--- config.mk ---
export PLATFORM = sky130hd
export DESIGN_NAME = link_latency_meter
export DESIGN_NICKNAME = d
export VERILOG_FILES = /design/src/rtl/link_latency_meter.sv
export SDC_FILE = /design/constraint.sdc
export NUM_CORES = 1
export LEC_CHECK = 0
export ABC_CLOCK_PERIOD_IN_PS = 3500
export CAP_MARGIN = 20
export CORE_MARGIN = 8
export CORE_UTILIZATION = 54
export CTS_CLUSTER_DIAMETER = 150
export DETAILED_ROUTE_END_ITERATION = 6
export PLACE_DENSITY = 0.89
export SLEW_MARGIN = 15
export SYNTH_ARGS = -nofsm -noshare
export SYNTH_HDL_FRONTEND = slang
export SYNTH_SLANG_ARGS = --single-unit
--- constraint.sdc ---
create_clock -name clk -period 3.5 [get_ports clk]
set_clock_uncertainty 0.15 [all_clocks]
set_input_delay 0.525 -clock clk [delete_from_list [all_inputs] [get_ports clk]]
set_output_delay 0.525 -clock clk [all_outputs]
set_load 0.005 [all_outputs]
--- src/rtl/link_latency_meter.sv ---
module link_latency_meter #(
  parameter int CW = 10
) (
  input  logic          clk,
  input  logic          rst_n,
  input  logic          sync_n,
  input  logic          link_valid,
  output logic [CW-1:0] lat_count,
  output logic          lat_done,
  output logic [CW-1:0] rec_min,
  output logic [CW-1:0] rec_max,
  output logic          rec_valid,
  output logic          spread_ok
);
  localparam logic [CW-1:0] CMAX = '1;
  localparam logic [CW-1:0] ONE  = CW'(1);

  typedef enum logic [1:0] {S_IDLE, S_RUN, S_DONE} st_t;
  st_t st;
  logic sync_q;
  logic [CW-1:0] cnt, nxt;

  wire arm  = sync_n & ~sync_q;
  wire stop = (st == S_RUN) & sync_n & link_valid;

  assign nxt = (cnt == CMAX) ? cnt : cnt + ONE;

  always_ff @(posedge clk) begin
    if (!rst_n) begin
      st     <= S_IDLE;
      sync_q <= 1'b1;
      cnt    <= '0;
    end else begin
      sync_q <= sync_n;
      if (!sync_n) begin
        st  <= S_IDLE;
        cnt <= '0;
      end else begin
        case (st)
          S_IDLE: if (arm) begin
            st  <= S_RUN;
            cnt <= '0;
          end
          S_RUN: begin
            cnt <= nxt;
            if (link_valid) st <= S_DONE;
          end
          S_DONE: ;
          default: st <= S_IDLE;
        endcase
      end
    end
  end

  always_ff @(posedge clk) begin
    if (!rst_n) begin
      rec_min   <= '0;
      rec_max   <= '0;
      rec_valid <= 1'b0;
    end else if (stop) begin
      if (!rec_valid || nxt < rec_min) rec_min <= nxt;
      if (!rec_valid || nxt > rec_max) rec_max <= nxt;
      rec_valid <= 1'b1;
    end
  end

  assign lat_count = cnt;
  assign lat_done  = (st == S_DONE);
  assign spread_ok = rec_valid && ((rec_max - rec_min) <= ONE);
endmodule

== After elaboration in Yosys (flattened, before gate mapping) ==
Index checks and enable logic that the tools add are counted.

* Add/subtract/negate cells: 2
* $lt $le $gt $ge: 3
* Equality and inequality tests: 5
* Multiplexer cells: 6
* Bitwise gates (word level): 5
* Reduce and logical (&&, ||, !) cells: 11

{| class="wikitable"
|+ Operators with widths
! cell !! count
|-
| 10-bit two-way mux || 2
|-
| 10-bit case mux with 2 select lines || 1
|-
| 10-bit by 1-bit adder with 10-bit output (second input constant) || 1
|-
| 10-bit == test (second input constant) || 1
|-
| 10-bit > comparator || 1
|-
| 10-bit by 1-bit less-or-equal comparator with 1-bit output (second input constant) || 1
|-
| 10-bit < comparator || 1
|-
| 10-bit subtractor || 1
|-
| 2-bit AND reduction || 4
|-
| 2-bit case mux with 3 select lines || 1
|-
| 2-bit two-way mux || 2
|-
| 2-bit != test (second input constant) || 2
|-
| 1-bit AND || 3
|-
| 3-bit AND reduction || 1
|-
| 2-bit by 1-bit == test with 1-bit output (second input constant) || 1
|-
| 2-bit == test (second input constant) || 1
|-
| 2-bit zero test || 1
|-
| 1-bit logical OR || 2
|-
| 1-bit NOT || 2
|-
| 2-bit nonzero test || 1
|-
| 1-bit logical AND || 1
|-
| 1-bit zero test || 1
|}

* Flip-flop bits (word level): 34
* Input bits: 4
* Output and inout port bits: 33
* Logic and storage cells: 38

== Logic depth before layout (Yosys ltp) ==
Gate-level depths: netlist of run 1.

* Depth after elaboration: 5
* Mapped depth: 13

== Worst setup path after synthesis of run 1 ==
No wires, ideal clock.

* Path type: register -> register
* Start point: register cnt[4] (netlist: lat_count[4])
* End point: register rec_max[1]
* Library setup time: 0.116 ns
* Data arrival time: 2.728 ns
* Slack: 0.506 ns
* Cell stages (with the launch flop): 12
* Buffers on the path: 1
* Period minus slack after synthesis: 2.994 ns
* Cell sequence: dfxtp_1 > nand4_4 > or3_2 > a21oi_1 > ha_1 > nand4_1 > nor2_1 > a41o_1 > a31oi_1 > buf_2 > mux2i_1 > nor2b_1

* Longest elaborated chain between the ends: 5

{| class="wikitable"
|+ RTL lines
! element !! line !! RTL
|-
| start: declaration || 21 || <nowiki>logic [CW-1:0] cnt, nxt;</nowiki>
|-
| start signal: assignment || 45 || <nowiki>cnt <= nxt;</nowiki>
|-
| 10-bit by 1-bit adder with 10-bit output or 10-bit == test (tied branches) || 26 || <nowiki>assign nxt = (cnt == CMAX) ? cnt : cnt + ONE;</nowiki>
|-
| 10-bit two-way mux (*) || 26 ||
|-
| via nxt[9] || 21 ||
|-
| 10-bit > comparator (*) || 62 || <nowiki>if (!rec_valid || nxt > rec_max) rec_max <= nxt;</nowiki>
|-
| 1-bit logical OR (*) || 62 ||
|-
| 2-bit AND reduction (no line) (*) || -- ||
|-
| end signal: assignment || 62 ||
|-
| end: declaration || 11 || <nowiki>output logic [CW-1:0] rec_max,</nowiki>
|}

Mark *: on every way through the listed nets, which the timed path passes. The rest lies on a longest branch.
A chain may end at the register's enable or synchronous reset.

== Final worst setup path of run 1 ==
* Start point: register rec_max[0]
* End point: output port spread_ok

* Longest elaborated chain between the ends: 3

{| class="wikitable"
|+ RTL lines
! element !! line !! RTL
|-
| 10-bit subtractor || 69 || <nowiki>assign spread_ok = rec_valid && ((rec_max - rec_min) <= ONE);</nowiki>
|-
| 10-bit by 1-bit less-or-equal comparator with 1-bit output || 69 ||
|-
| 1-bit logical AND || 69 ||
|-
| end: declaration || 13 || <nowiki>output logic spread_ok</nowiki>
|}

Every way passes these cells.

==> metrics.txt, run 1 <==
Via density 5.813; asr flop ratio synth 0%; Final Max Slew Viols 0; post-synthesis sequential area ratio 28.33%; grt peak-use layer met2; Crit Path Max Fanout 4; Avg Inst Size Synth 8.341 sq um; GRT overflow 0; Detail Route Antenna Nets 0; CTS Buf Count 5; clock group share of total power 41.6%; multi-input logic area around 1600 sq um; Tmin final 3285 ps; leakage power total 1.229 nW; Initial DRT Pass Iterations 4; initial antenna violation count 0; most used cell, CP inv_1; Post-CTS Hold Buffers 0; WP data arrival 2610 ps; Final nets 372; CP max stage cell fa_1; r2r endpoint rec_max[0]; DRT iter0 DRCs 160; hold_sp rec_min[2]; final cell count without fillers 391; Reg-to-Reg Start lat_count[0]; DR vias 2273; Logic pwr share 5.2%; slowest cell delay on critical path 410 ps; worst-skew pair later-pin latency 290 ps; Reg power frac 53.2%; Req. time, crit path 2820 ps; number of flops mapped to enable cells by yosys 0; Setup crit end kind primary output; fin crit share 93.87%; total wire length between 5000 and 6000 um; Hold EP rec_min[2]; first-pass GRT wire length 10030 um; routing usage on met2 a little under a third; net switching power figure approximately 170 uW; Die Ht 82.70 um; Syn Inst Count between 200 and 300; HP Class reg -> reg; synth unique cells 43; ANT cells 0; VDD IR max approximately 0.22 mV; WL/cell 14.95 um; start point of the critical path rec_max[0]; Ports 37; Worst-Margin Slew 804.9 ps; Max Fclk 304.4 MHz; Critical Path, Cell by Cell inv_1 > ha_1 > fa_1 > inv_1 > a21oi_1 > o211ai_1 > xnor2_1 > nand4_1 > nor4b_2 > dlygate4sd2_1; Buf/Inv on CP 3; PD cells ~250 nW/um^2; core area 4324 sq um; vias in the first global route 2250; clock buffer depth 2; P&R area growth vs syn 24.84%; Sum Neg Setup Slack 0 ps; FILL cells 350; Post-Syn Area 2402 sq um; Register Area 685.7 sq um; setup violators final 0; status completed; die area 6839 sq um; M3 GR Usage under 10%; CP delay by family, top adder cells; max-cap violations 0; post-synthesis sequential element count 34; Worst path depth 10; Port Buf Inserts 36; Int Power 564.6 uW; max_slew headroom 46.23%; Total GRT Usage 18.37%; RSZ-0062 raised after global routing false; DP HPWL 4509 um; Synth Warn # 0; share of layout cells above drive strength 1 10.32%; dpl cells between 300 and 400; clk slew on worst S/H paths 70 ps; Root Buffer Master clkbuf_8; R2R setup slack 290 ps; chip width 82.70 um; final hold violation count 0; sw frac 23.16%; met1 GRT Util 21.45%; Initial Util 55.56%; H-tree Lvls 2; Num Clock Sinks 34; kind of critical path reg -> out; Synth Flop Type dfxtp_1; CTS tree yes; syn_nets approximately 320; largest net degree at the start of global routing 34; Final Wtd Congestion 0.8082; DRC 0; CP Launch Type register; Hold WS 326.6 ps; # rows 24; Worst Hold Path Cells 2; R2R cell count 12
-- worst max path at each step --
stage	slack, ps	end
floorplan	510	rec_max[1]
finish	210	spread_ok
global placement	320	spread_ok
detailed placement	240	spread_ok
global route	10	spread_ok
CTS	230	spread_ok
-- state kept, by name, indices dropped and copies added, names as in the netlist --
signal	count
rec_valid	1
sync_q	1
lat_count	10
st	2
rec_min	10
rec_max	10
-- power by group through the flow --
stage | registers [mW] | logic [mW] | clock network [mW]
2_1_floorplan | 0.399 | 0.0245 | 0
3_3_place_gp | 0.399 | 0.0369 | 0
5_1_grt | 0.391 | 0.0418 | 0.327
3_5_place_dp | 0.399 | 0.0377 | 0
4_1_cts | 0.391 | 0.0382 | 0.311
6_report | 0.391 | 0.0382 | 0.306
-- Yosys cell counts, types with 2 or more instances --
library cell / number / share of area, %
nor2_1: 19 / 3.0
nand2b_1: 4 / 1.0
xor2_1: 5 / 1.8
a31oi_1: 3 / 0.78
nand3_1: 5 / 1.0
or3_2: 2 / 0.62
nor2b_1: 16 / 4.2
nor4b_1: 2 / 0.73
inv_1: 30 / 4.7
nor4_1: 2 / 0.52
clkbuf_1: 5 / 0.78
nand4_1: 6 / 1.6
nor3_1: 6 / 1.3
a22oi_1: 8 / 2.5
a21oi_1: 13 / 2.7
dfxtp_1: 34 / 28
o21a_1: 3 / 0.94
o21ai_0: 9 / 1.9
xnor2_1: 8 / 2.9
ha_1: 29 / 15
o21bai_1: 3 / 0.94
nand2_1: 33 / 5.2
mux2i_1: 21 / 8.7
o211ai_1: 3 / 0.94
-- metal layers --
layer	wire length, um	part of all wire, %
met5	0	0
met2	2808	48
met4	119	2.0
met1	2590	44
met3	328	5.6
-- per-stage QoR --
stage                     cell area, sq um  setup WS, ps  power [mW]  utilization, %
final                                 2999         214.5      0.7348           69.36
after CTS                             2987         228.4      0.7398           69.07
after floorplan                       2402         505.6      0.4236               -
after global placement                2890         320.4      0.4364           66.84
after global routing                  2999         13.01      0.7593           69.36
after detailed placement              2890         238.0      0.4372           66.84
-- worst reg2reg max path: stages, from the launching register on --
cell and delay (ps):
dfxtp_1 420, ha_1 250, nand2_1 150, or4_1 430, o21a_1 210, ha_1 350
nand4_1 120, nor2_1 170, o21ai_0 120, a31oi_1 220, buf_4 180, mux2i_1 210
and2_1 160
-- cells in the final DEF, fill, tap and decap left out, drive strengths merged, types with 8 or more instances in the layout --
master | netlist | layout
a21oi | 13 | 13
a22oi | 8 | 8
buf | 2 | 14
clkdlybuf4s50 | 0 | 35
dfxtp | 34 | 34
ha | 29 | 29
inv | 30 | 30
mux2i | 21 | 21
nand2 | 33 | 33
nor2 | 19 | 19
nor2b | 16 | 16
o21ai | 10 | 10
xnor2 | 8 | 8
-- logic make-up after synthesis --
family	Yosys count	synth area share, %
simple gates	101	21.82
compound gates	51	13.80
buf+inv	37	6.146
flops	34	28.33
fa+ha+maj	30	15.94
mux	22	9.219
xor+xnor	13	4.740
-- what timing repair did --
action                     in CTS  in global routing
setup buffers                   0                  1
setup endpoints to repair       1                 16
pin swaps                       1                  1
hold endpoints to repair        0                  0
resized for setup               2                  4
-- area by class of cell --
type,count,area share (%)
clock buffers,7,2.879
clock inverters,1,0.1669
inverters,30,3.755
multi-input cells,217,52.69
flip-flops and latches,34,22.86
well taps,52,2.169
repair buffers,50,15.48
No activity file was read; power rests on OpenSTA's default activity.
==> inputs of run 2 (changes only) <==
- HOLD_SLACK_MARGIN: default -> 0.03
==> results of run 2 <==
Same layout as run 1: the final DEF is identical, and so are final timing and power.
==> inputs of run 3 (changes only) <==
- CAP_MARGIN: 20 -> default
- CORE_UTILIZATION: 54 -> 56
- CTS_BUF_LIST: default -> sky130_fd_sc_hd__clkbuf_4 sky130_fd_sc_hd__clkbuf_8
- PLACE_DENSITY: 0.89 -> 0.91
==> metrics.txt, run 3 (synthesis gave the netlist of run 1 again) <==
Place WS 198.7 ps (-39.26 ps); WP data arrival 3410 ps (+800 ps); Worst-Margin Slew 720.0 ps (-84.90 ps); vias in the first global route 2207 (-1.9%); DRT iter0 DRCs 126 (-21%); sw frac 21.00% (-2.2 points); dpl cells 380 (-0.52%); total wire length 5984 um (+2.4%); Final Cell Area 3037 sq um (+1.3%); share of layout cells above drive strength 1 9.821% (-0.50 points); Setup Buffers After CTS 0 (unchanged); grt peak-use layer met2; HP Class reg -> reg; CP Launch Type register; slowest cell delay on critical path 460 ps (+50 ps); Max Fclk 299.1 MHz (-1.7%); Final nets 369 (-0.81%); final cell count without fillers 388 (-0.77%); Num Clock Sinks 34 (unchanged); clk slew on worst S/H paths 70 ps (about the same); Final Wtd Congestion 0.8699 (+7.6%); fin crit share 95.53% (+1.7 points); max_slew headroom 51.90% (+5.7 points); Root Buffer Master clkbuf_8; most frequent cells in the layout clkdlybuf4s50_1 (35), nand2_1 (33), dfxtp_1 (33); Int Power 691.2 uW (+22%); H-tree Lvls 2 (unchanged); Crit Path Max Fanout 10 (+6); clock group share of total power 51.0% (+9.4 points); WL/cell 15.42 um (+3.2%); Logic pwr share 4.4% (-0.8 points); status completed; Detail Route Antenna Nets 0 (unchanged); RSZ-0062 raised after global routing true; initial antenna violation count 0 (unchanged); CTS Buf Count 5 (unchanged); PD cells 288.1 nW/um^2 (+18%); M3 GR Usage 4.923% (+0.81 points); Port Buf Inserts 36 (unchanged); CTS tree yes; worst-skew pair later-pin latency 300 ps (about the same); chip width 81.50 um (-1.5%); CP max stage cell dfxtp_1; placed cell area 2875 sq um (-0.52%); Total GRT Usage 18.49% (+0.12 points); Buf/Inv on CP 1 (-2); total power 874.9 uW (+19%); CP delay by family, top simple AND/OR/NAND/NOR gates; P&R area growth vs syn 26.41%; first-pass GRT wire length 9639 um (-3.9%); Reg power frac 44.7% (-8.5 points); DP HPWL 4434 um (-1.7%); die area 6641 sq um (-2.9%); Req. time, crit path 3570 ps (+750 ps); Hold WS 326.2 ps (-0.3600 ps); most used cell, CP ha_1; Die Ht 81.50 um (-1.5%); Initial DRT Pass Iterations 4 (unchanged); routing usage on met2 32.38% (+0.68 points); final hold violation count 0 (unchanged); ANT cells 0 (unchanged); VDD IR max 0.3018 mV (+38%); kind of critical path reg -> reg; Ports 37 (unchanged); DRC 0 (unchanged); commonest non-fill, non-tap cell in the layout clkdlybuf4s50_1; Setup crit end kind register; core area 4234 sq um (-2.1%); Via density 5.714 (-1.7%); setup ws final 156.5 ps (-57.96 ps); DR vias 2217 (-2.5%); Critical Path, Cell by Cell ha_1 > nand2_1 > nor3_4 > nor3_1 > xnor2_2 > ha_1 > nand4_1 > nor4_1 > o21ai_1 > a31oi_1 > buf_4 > mux2i_1; leakage power total 1.250 nW (+1.7%); largest net degree at the start of global routing 34 (unchanged); R2R cell count 12 (unchanged); GRT overflow 0 (unchanged); Tmin final 3343 ps (+57.96 ps); Initial Util 56.74% (+1.2 points); Worst path depth 12 (+2); clock buffer depth 2 (unchanged); Worst Hold Path Cells 2 (unchanged); met1 GRT Util 20.17% (-1.3 points); net switching power figure 183.7 uW (+7.9%); Final Max Slew Viols 0 (unchanged); setup violators final 0 (unchanged); max-cap violations 0 (unchanged); # rows 24 (unchanged)
## run 3: cell count changes in the layout (fill, tap and decap cells not counted), moves of 2 or more
cell,delta
xnor2_1,-2
dfxtp_1,+3
xnor2_2,+2
buf_4,-3
dfxtp_2,-3
bufinv_16,+2
## run 3: final timing paths
path | startpoint | endpoint | slack, ps
max | lat_count[0] | rec_min[7] | 160
min | rec_min[6] | rec_min[6] | 330
max reg2reg | lat_count[0] | rec_min[7] | 160
min reg2reg | rec_min[6] | rec_min[6] | 330
## run 3: worst min-delay path: cells and delay by family, from the launching register on
kind / cells / cell delay [ps]
flip-flops: 1 / 320
AND/OR/NAND/NOR: 1 / 60
multiplexers: 1 / 50
## run 3: area by class of cell
class,count,area [sq um]
Sequential cell,34,681.9
Inverter,30,112.6
Clock inverter,3,68.82
Tap cell,52,65.06
Clock buffer,5,68.82
Timing Repair Buffer,47,441.7
Fill cell,324,1197
Multi-Input combinational cell,217,1598
## run 3: stage by stage
stage | utilization (%) | TNS [ps]
floorplan | - | 0
global placement | 67.91 | 0
detailed placement | 67.91 | 0
CTS | 71.28 | 0
global route | 71.72 | -16.78
finish | 71.72 | 0
## run 3: routing by layer
layer  wire, um  vias to the layer above
met1       2525                     1032
met2       2933                       78
met4        138                        0
met5          0                        -
li1           -                     1094
met3        387                       13
## run 3: power groups by stage
stage	logic [mW]	registers, mW	clock network (mW)
4_1_cts	0.0379	0.391	0.449
6_report	0.0383	0.391	0.446
3_3_place_gp	0.0373	0.400	0
2_1_floorplan	0.0245	0.399	0
5_1_grt	0.0414	0.391	0.466
3_5_place_dp	0.0374	0.400	0
## run 3: repair_timing
action | CTS | global route
gates resized for setup | 3 | 3
hold buffers | 0 | 0
endpoints found under the setup margin | 1 | 17
